### src/rtl/intlv_pkg.sv
package intlv_pkg;
  typedef enum logic {
    MODE_COL   = 1'b0,
    MODE_HELIX = 1'b1
  } rd_mode_e;
endpackage

### src/rtl/intlv_cfg_chk.sv
module intlv_cfg_chk
  import intlv_pkg::*;
#(
  parameter int MAX_ROWS = 16,
  parameter int MAX_COLS = 16,
  parameter int ROW_W    = 5,
  parameter int COL_W    = 5
) (
  input  logic [ROW_W-1:0] rows_i,
  input  logic [COL_W-1:0] cols_i,
  input  rd_mode_e         mode_i,
  output logic             cfg_ok_o
);
  localparam int MAX_DIM = (MAX_ROWS > MAX_COLS) ? MAX_ROWS : MAX_COLS;

  logic range_ok;
  logic common_factor;

  always_comb begin
    range_ok = (int'(rows_i) >= 2) && (int'(rows_i) <= MAX_ROWS) &&
               (int'(cols_i) >= 2) && (int'(cols_i) <= MAX_COLS);
    common_factor = 1'b0;
    // trial divisors: constant per iteration, no general divider
    for (int d = 2; d <= MAX_DIM; d++) begin
      if (((int'(rows_i) % d) == 0) && ((int'(cols_i) % d) == 0))
        common_factor = 1'b1;
    end
  end

  assign cfg_ok_o = range_ok && !((mode_i == MODE_HELIX) && common_factor);
endmodule

### src/rtl/intlv_seq.sv
module intlv_seq
  import intlv_pkg::*;
#(
  parameter int ROW_W = 5,
  parameter int COL_W = 5,
  parameter int CNT_W = 9
) (
  input  logic             clk_i,
  input  logic             rst_ni,
  input  logic             launch_i,
  input  rd_mode_e         mode_i,
  input  logic [ROW_W-1:0] rows_i,
  input  logic [COL_W-1:0] cols_i,
  input  logic             en_i,
  output logic             busy_o,
  output logic             done_o,
  output logic [ROW_W-1:0] row_o,
  output logic [COL_W-1:0] col_o
);
  logic [ROW_W-1:0] row_q;
  logic [COL_W-1:0] col_q, base_q;
  logic [CNT_W-1:0] cnt_q, last_idx;
  logic [COL_W-1:0] base_nxt, col_inc;
  logic             busy_q, done_q;

  assign last_idx = CNT_W'(rows_i) * CNT_W'(cols_i) - CNT_W'(1);
  assign base_nxt = (base_q == cols_i - COL_W'(1)) ? '0 : base_q + COL_W'(1);
  assign col_inc  = (col_q  == cols_i - COL_W'(1)) ? '0 : col_q  + COL_W'(1);

  always_ff @(posedge clk_i or negedge rst_ni) begin
    if (!rst_ni) begin
      busy_q <= 1'b0;
      done_q <= 1'b0;
      row_q  <= '0;
      col_q  <= '0;
      base_q <= '0;
      cnt_q  <= '0;
    end else begin
      done_q <= 1'b0;
      if (launch_i) begin
        busy_q <= 1'b1;
        row_q  <= '0;
        col_q  <= '0;
        base_q <= '0;
        cnt_q  <= '0;
      end else if (busy_q && en_i) begin
        cnt_q <= cnt_q + CNT_W'(1);
        if (cnt_q == last_idx) begin
          busy_q <= 1'b0;
          done_q <= 1'b1;
        end
        if (row_q == rows_i - ROW_W'(1)) begin
          // group of R reads complete: next column / next diagonal
          row_q  <= '0;
          base_q <= base_nxt;
          col_q  <= base_nxt;
        end else begin
          row_q <= row_q + ROW_W'(1);
          if (mode_i == MODE_HELIX) col_q <= col_inc;
        end
      end
    end
  end

  assign busy_o = busy_q;
  assign done_o = done_q;
  assign row_o  = row_q;
  assign col_o  = col_q;
endmodule

### src/rtl/intlv_addr_map.sv
module intlv_addr_map #(
  parameter int ROW_W  = 5,
  parameter int COL_W  = 5,
  parameter int CNT_W  = 9,
  parameter int ADDR_W = 8
) (
  input  logic [ROW_W-1:0]  row_i,
  input  logic [COL_W-1:0]  col_i,
  input  logic [COL_W-1:0]  cols_i,
  output logic [ADDR_W-1:0] addr_o
);
  logic [CNT_W-1:0] lin;

  assign lin    = CNT_W'(row_i) * CNT_W'(cols_i) + CNT_W'(col_i);
  assign addr_o = lin[ADDR_W-1:0];
endmodule

### src/rtl/intlv_addr_gen.sv
module intlv_addr_gen
  import intlv_pkg::*;
#(
  parameter int MAX_ROWS = 16,
  parameter int MAX_COLS = 16,
  localparam int ROW_W  = $clog2(MAX_ROWS + 1),
  localparam int COL_W  = $clog2(MAX_COLS + 1),
  localparam int CNT_W  = $clog2(MAX_ROWS * MAX_COLS + 1),
  localparam int ADDR_W = $clog2(MAX_ROWS * MAX_COLS)
) (
  input  logic              clk_i,
  input  logic              rst_ni,
  input  logic              start_i,
  input  logic              mode_i,
  input  logic [ROW_W-1:0]  rows_i,
  input  logic [COL_W-1:0]  cols_i,
  input  logic              en_i,
  output logic              busy_o,
  output logic              done_o,
  output logic              cfg_err_o,
  output logic              addr_valid_o,
  output logic [ADDR_W-1:0] addr_o
);
  logic [ROW_W-1:0] rows_q;
  logic [COL_W-1:0] cols_q;
  rd_mode_e         mode_q;
  logic             cfg_err_q;
  logic             cfg_ok, accept, launch;
  logic [ROW_W-1:0] row_cur;
  logic [COL_W-1:0] col_cur;

  assign accept = start_i && !busy_o;
  assign launch = accept && cfg_ok;

  intlv_cfg_chk #(
    .MAX_ROWS(MAX_ROWS), .MAX_COLS(MAX_COLS), .ROW_W(ROW_W), .COL_W(COL_W)
  ) i_cfg_chk (
    .rows_i  (rows_i),
    .cols_i  (cols_i),
    .mode_i  (rd_mode_e'(mode_i)),
    .cfg_ok_o(cfg_ok)
  );

  always_ff @(posedge clk_i or negedge rst_ni) begin
    if (!rst_ni) begin
      rows_q    <= '0;
      cols_q    <= '0;
      mode_q    <= MODE_COL;
      cfg_err_q <= 1'b0;
    end else begin
      cfg_err_q <= accept && !cfg_ok;
      if (launch) begin
        rows_q <= rows_i;
        cols_q <= cols_i;
        mode_q <= rd_mode_e'(mode_i);
      end
    end
  end

  intlv_seq #(
    .ROW_W(ROW_W), .COL_W(COL_W), .CNT_W(CNT_W)
  ) i_seq (
    .clk_i   (clk_i),
    .rst_ni  (rst_ni),
    .launch_i(launch),
    .mode_i  (mode_q),
    .rows_i  (rows_q),
    .cols_i  (cols_q),
    .en_i    (en_i),
    .busy_o  (busy_o),
    .done_o  (done_o),
    .row_o   (row_cur),
    .col_o   (col_cur)
  );

  intlv_addr_map #(
    .ROW_W(ROW_W), .COL_W(COL_W), .CNT_W(CNT_W), .ADDR_W(ADDR_W)
  ) i_addr_map (
    .row_i (row_cur),
    .col_i (col_cur),
    .cols_i(cols_q),
    .addr_o(addr_o)
  );

  assign addr_valid_o = busy_o && en_i;
  assign cfg_err_o    = cfg_err_q;
endmodule

### config.mk
export PLATFORM = sky130hd
export DESIGN_NAME = intlv_addr_gen
export DESIGN_NICKNAME = d
export VERILOG_FILES = /design/src/rtl/intlv_pkg.sv /design/src/rtl/intlv_cfg_chk.sv /design/src/rtl/intlv_seq.sv /design/src/rtl/intlv_addr_map.sv /design/src/rtl/intlv_addr_gen.sv
export SDC_FILE = /design/constraint.sdc
export NUM_CORES = 1
export LEC_CHECK = 0
export ABC_CLOCK_PERIOD_IN_PS = 5250
export BUFFER_PORTS_ARGS = -buffer_cell sky130_fd_sc_hd__buf_4
export CAP_MARGIN = 20
export CORE_MARGIN = 4
export CORE_UTILIZATION = 55
export DETAILED_ROUTE_END_ITERATION = 10
export GPL_TIMING_DRIVEN = 0
export PLACE_DENSITY = 0.71
export SLEW_MARGIN = 20
export SYNTH_ARGS = -nofsm -noshare
export SYNTH_HDL_FRONTEND = slang
export SYNTH_SLANG_ARGS = --single-unit
### constraint.sdc
create_clock -name clk_i -period 5.25 [get_ports clk_i]
set_input_delay 0.525 -clock clk_i [delete_from_list [all_inputs] [get_ports clk_i]]
set_output_delay 0.525 -clock clk_i [all_outputs]
set_load 0.05 [all_outputs]
# --- Word-level counts from Yosys, hierarchy flattened ---
# Index checks and enable logic that the tools add are counted.
word_totals:
  reg_bits: 38
  in_bits: 15
  output_inout_bits: 12
  wordCells: 149
op_classes:
  n_addsub: 8
  multipliers: 2
  n_div: 22
  order_cmp: 4
  eq_ne: 4
  muxes: 35
  reduce_logical: 64
ops:
  columns: ["cell", "n"]
  rows:
  - ["$logic_not 32->1", 30]
  - ["$mod 6x5->32 const B", 14]
  - ["$mod 6x4->32 const B", 6]
  - ["$mod 6x3->32 const B", 2]
  - ["$mux 5", 12]
  - ["$logic_and 1x1->1", 24]
  - ["$mux 1", 21]
  - ["$mux 9", 2]
  - ["$add 5x1->5 const B", 3]
  - ["$eq 5x5->1", 3]
  - ["$ge 5x2->1 const B", 2]
  - ["$le 5x5->1 const B", 2]
  - ["$sub 5x1->5 const B", 2]
  - ["$add 9x1->9 const B", 1]
  - ["$eq 9x9->1", 1]
  - ["$mul 5x5->9", 1]
  - ["$sub 9x1->9 const B", 1]
  - ["$add 8x5->8", 1]
  - ["$mul 5x5->8", 1]
  - ["$reduce_and 2->1", 3]
  - ["$reduce_bool 2->1", 3]
  - ["$logic_not 1->1", 3]
  - ["$reduce_bool 3->1", 1]

# --- Logic depth before layout (Yosys ltp) ---
logic_depth:
  depth_word: 23
  mapped_depth: 29
  ltp_nobuf: 22

# --- Hierarchy ---
# Synthesis repeated with hierarchy kept, for this count alone.
unflattened:
  hier_cells: 1322
  area_unflattened_um2: 9841.9
by_module_without_submodules:
  columns: ["mod", "n_inst", "cells_per_inst", "area_each_um2", "seq_area_each_um2"]
  rows:
  - ["intlv_cfg_chk", 1, 903, 5879.4, 0.0]
  - ["intlv_seq", 1, 310, 2743.9, 650.6]
  - ["intlv_addr_map", 1, 81, 711.9, 0.0]
  - ["intlv_addr_gen", 1, 28, 506.7, 300.3]

# --- Least setup slack after synthesis ---
# OpenSTA, ideal clock, no wires.
synth_timing:
  path_type: "input to register"
  from: "input port cols_i[3]"
  to: "register i_seq.base_q[1]"
  setup_ns: 0.101
  t_arrival_ns: 5.847
  t_required_ns: 5.149
  setup_slack_ns: -0.698
  path_stages: 27
  path_buffers: 8
  cell_sequence: "buf_4 clkbuf_1 clkbuf_1 clkbuf_1 clkbuf_1 clkbuf_1 ha_1 nand2b_1 nor4_4 nor2_2 xnor2_2 ha_1 inv_1 o311a_1 o31ai_1 nor2_1 and2_1 xnor2_1 ha_1 or3_1 or4_1 a211oi_1 a311o_2 o21ai_4 buf_6 buf_6 o32ai_1"
synth_via:
  elab_chain_cells: 23
  word_cells_on_any_way: 61
  cone_classes: "div: 11; order compare: 2; mux: 15; reduce/logical: 33"
synth_rtl:
  columns: ["element", "line", "rtl"]
  rows:
  - ["start: declaration", "intlv_addr_gen.sv:16", "input logic [COL_W-1:0] cols_i,"]
  - ["$mod 6x3->32", "intlv_cfg_chk.sv:25", "if (((int'(rows_i) % d) == 0) && ((int'(cols_i) % d) == 0))"]
  - ["$logic_not 32->1", "intlv_cfg_chk.sv:25", null]
  - ["$logic_and 1x1->1", "intlv_cfg_chk.sv:25", null]
  - ["$mux 1 (14 in series)", "intlv_cfg_chk.sv:25", null]
  - ["$logic_and 1x1->1", "intlv_cfg_chk.sv:30", "assign cfg_ok_o = range_ok && !((mode_i == MODE_HELIX) && common_factor);"]
  - ["$logic_not 1->1", "intlv_cfg_chk.sv:30", null]
  - ["$logic_and 1x1->1 (*)", "intlv_cfg_chk.sv:30", null]
  - ["$logic_and 1x1->1 (*)", "intlv_addr_gen.sv:33", "assign launch = accept && cfg_ok;"]
  - ["$reduce_bool 2->1 (no source line)", null, null]
  - ["$reduce_and 2->1 (no source line)", null, null]
  - ["end signal: assignment", "intlv_seq.sv:55", "base_q <= base_nxt;"]
  - ["end: declaration", "intlv_seq.sv:21", "logic [COL_W-1:0] col_q, base_q;"]
# Every way passes the cells marked *; elsewhere a longest branch is shown, timed or not.
# A chain may end at the register's enable or synchronous reset.

# --- Final worst setup path ---
layout_timing:
  from: "input port cols_i[3]"
  to: "register cols_q[4]"
layout_via:
  elab_chain_cells: 21
  word_cells_on_any_way: 57
  cone_classes: "div: 11; order compare: 2; mux: 14; reduce/logical: 30"
layout_rtl:
  columns: ["element", "line", "rtl"]
  rows:
  - ["$mod 6x3->32", "intlv_cfg_chk.sv:25", null]
  - ["$logic_not 32->1", "intlv_cfg_chk.sv:25", null]
  - ["$logic_and 1x1->1", "intlv_cfg_chk.sv:25", null]
  - ["$mux 1 (14 in series)", "intlv_cfg_chk.sv:25", null]
  - ["$logic_and 1x1->1", "intlv_cfg_chk.sv:30", null]
  - ["$logic_not 1->1", "intlv_cfg_chk.sv:30", null]
  - ["$logic_and 1x1->1 (*)", "intlv_cfg_chk.sv:30", null]
  - ["$logic_and 1x1->1 (*)", "intlv_addr_gen.sv:33", null]
  - ["end signal: assignment", "intlv_addr_gen.sv:54", "cols_q <= cols_i;"]
  - ["end: declaration", "intlv_addr_gen.sv:25", "logic [COL_W-1:0] cols_q;"]
# Marked as above.

==> results.md <==
* Chip width at 143.5 um
* First-pass GRT wire length at about 53000 um
* H-Tree Depth at 2
* Synth async-reset ratio at 100.0%
* Longest Clk Path Bufs at 2
* Vias at 11130
* CP max stage delay at ~390 ps
* Met2 global-route usage at between 50% and 60%
* Status: finished clean
* Slew Limit Fails at 0
* Max_slew headroom at 35.80%
* Detailed Routing Iterations Pass 1 at 6
* Final WL at 33210 um
* Final ANT Viol Nets at 0
* Die Span Y at ~140 um
* Layout Cells excl Fill at 1673
* DRC viols at 0
* Fraction of layout cells with a size suffix above 1 at 13.16%
* Post-route cell area at about 0.011 sq mm
* Part of the cycle the worst path needs at a little under 100%
* DIE AREA at 0.02061 sq mm
* Peak Freq at around 190 MHz
* Peak supply drop at 1.639 mV
* Hold-fix buffers, CTS at 0
* Fill count at approximately 1700
* Arrival @ worst endpoint at 5350 ps
* Synthesized Nets at approximately 1500
* Pin count of the biggest net entering global routing at 39
* Initial antenna violation count at 0
* Number of synthesized flops with an enable pin at 0
* CTS sink count at 38
* Yosys warns at 0
* Most Crowded Layer GR: met2
* Seq/Total Area, Yosys at around a tenth
* Starting Density at 56.06%
* Pwr dens at about 540 mW/mm^2
* CP max-delay cell: a311o_2
* Avg Cell Area, Syn at 7.228 sq um
* Root buffer cell: clkbuf_16
* Row count at 49
* Post-synthesis register bit count at 38
* Area Growth Syn to Fin at 11.79%
* Final #Nets at 1572
* CORE AREA at 0.01802 sq mm
* Grt total ovfl at 0
* CTS clock-pin slew for the worst setup and hold paths at 60 ps
* Placed Cells at 1652
* Crit Path Class: in -> reg
* Met1 global-route usage at a little over two fifths
* ANT cells at 0
* Kind of end point of the critical path: flop
* Num CTS Buffers at 5
* Total Routing Usage GR at 31.38%
* Final worst path period need at 5181 ps
* Hpwl dp at 25320 um
* Buf/Inv on CP at 8
* HP Class: in -> async
* Max cap viols at 0
* Crit path max-delay family: compound AO/OA/AOI/OAI gates
* Final setup vio count at 0
* Final hold violations at 0
* Clock Latency Late Sink at 290 ps
* Cell mode on critical path: buf_8
* CP Data Required Time at 5420 ps
* Yosys cell types at 98
* Commonest non-fill, non-tap cells in the layout: nand2_1, nor2_1, o21ai_0
* Ys flop type: dfrtp_1
* Number of global-route vias before repair at approximately 10000
* Mapped cell area at 0.01010 sq mm
* CTS tree: done
* Syn Inst Count at 1398
* Number of top-level pins at 27
* Vias/cell at 6.650
* Wire per inst at around 20 um
* Initial drt markers at 1263
* GR Util met3 at 2.363%
* Placer congestion estimate at 0.9685
* Instance area at placement at roughly 0.011 sq mm
* Worst-path fanout max at 17
* Core Util, Final at a little over three fifths
* Commonest non-fill, non-tap cell in the layout: nand2_1
* PortBufs at 25
* Worst setup SP type: primary input
* Post-Route Skew at 6.501 ps
* Pleak at between 4 and 5 nW
* Worst-Margin Slew at 956.6 ps
## cells by family (layout without fill, tap and decap cells)
group	Yosys count	count (layout)	share of synthesized area (%)
compound gates	448	448	30.77
xor+xnor	70	70	6.278
fa+ha+maj	114	114	15.97
buf+inv	179	225	7.157
flops	38	38	9.411
mux	33	33	3.442
simple gates	516	516	26.97
## through the flow
| stage | setup slack, ps | total power (W) | hold slack [ps] | TNS, ps |
|---|---|---|---|---|
| 2_1_floorplan | -97.77 | 0.004615 | 229.4 | -883.4 |
| 3_3_place_gp | -1399 | 0.005555 | 517.4 | -47860 |
| 3_5_place_dp | -1252 | 0.005689 | 518.6 | -42380 |
| 4_1_cts | 10.40 | 0.006049 | 213.7 | 0 |
| 5_1_grt | -40.94 | 0.006693 | 241.4 | -200.1 |
| 6_report | 69.46 | 0.006056 | 201.5 | 0 |
## routing by layer
layer | vias up | share of wire, %
li1 | 5238 | -
met1 | 5292 | 42
met4 | 0 | 3.2
met3 | 91 | 7.7
met2 | 505 | 47
met5 | - | 0
## where the power goes
part / internal, W / switching, W / total [W]
clock network: 0.000188 / 0.000127 / 0.000316
logic: 0.00213 / 0.00306 / 0.00519
registers: 0.000407 / 0.000143 / 0.000550
total: 0.00272 / 0.00333 / 0.00606
## synthesized netlist by cell type, types with 10 or more instances
cell | instances | area [sq um]
nor2b_1 | 29 | 181.4
nand4_1 | 11 | 68.82
a211oi_1 | 13 | 97.59
a21o_1 | 16 | 120.1
mux2i_1 | 19 | 190.2
and3_1 | 11 | 68.82
buf_2 | 14 | 70.07
nand2b_1 | 29 | 181.4
o211ai_1 | 17 | 127.6
o21a_1 | 14 | 105.1
a31oi_1 | 15 | 93.84
or3_1 | 14 | 87.58
dfrtp_1 | 38 | 950.9
ha_1 | 89 | 1114
o21ai_0 | 96 | 480.5
o21bai_1 | 10 | 75.07
nor3_1 | 38 | 190.2
nand2_1 | 117 | 439.2
mux2_2 | 14 | 157.7
o221ai_1 | 11 | 96.34
o31ai_1 | 14 | 105.1
clkbuf_1 | 66 | 247.7
inv_1 | 86 | 322.8
a21oi_1 | 90 | 450.4
nand3_1 | 33 | 165.2
or2_2 | 10 | 62.56
o32ai_1 | 10 | 87.58
o22ai_1 | 12 | 75.07
and2_1 | 34 | 212.7
fa_1 | 25 | 500.5
xnor2_1 | 49 | 429.2
nor2_1 | 115 | 431.7
xor2_1 | 19 | 166.4
## final cells by class
class	count	area [sq um]	area share (%)
Sequential cell	38	950.9	8.418
Timing Repair Buffer	44	351.6	3.113
Tap cell	229	286.5	2.537
Inverter	87	337.8	2.991
Buffer	86	465.4	4.121
Clock inverter	2	12.51	0.1108
Clock buffer	6	138.9	1.230
Multi-Input combinational cell	1181	8752	77.48
## worst paths after layout
| kind | start | to | slack, ps | cells past startpoint |
|---|---|---|---|---|
| max | cols_i[3] | cols_q[4] | 70 | 28 |
| min | rst_ni | i_seq.done_o | 200 | 1 |
| max reg2reg | cols_q[2] | i_seq.busy_o | 1090 | 18 |
| min reg2reg | mode_q | mode_q | 530 | 1 |
| max in group asynchronous | rst_ni | i_seq.base_q[2] | 4710 | 1 |
| min in group clk_i | mode_i | cfg_err_o | 500 | 3 |
## flip-flops by register name (all words and copies together), names as in the netlist
name and cells:
mode_q 1, i_seq.col_o 5, cols_q 5, i_seq.base_q 5, i_seq.cnt_q 9, i_seq.row_o 5
cfg_err_o 1, i_seq.busy_o 1, rows_q 5, i_seq.done_o 1
## what timing repair did
item | 4_1_cts | 5_1_grt
hold endpoints to repair | 0 | 0
buffers inserted | 8 | 10
endpoints found under the setup margin | 37 | 37
cloned | 0 | 1
gates resized for setup | 27 | 74
pin swaps | 8 | 20
(Power assumes the default switching activity.)
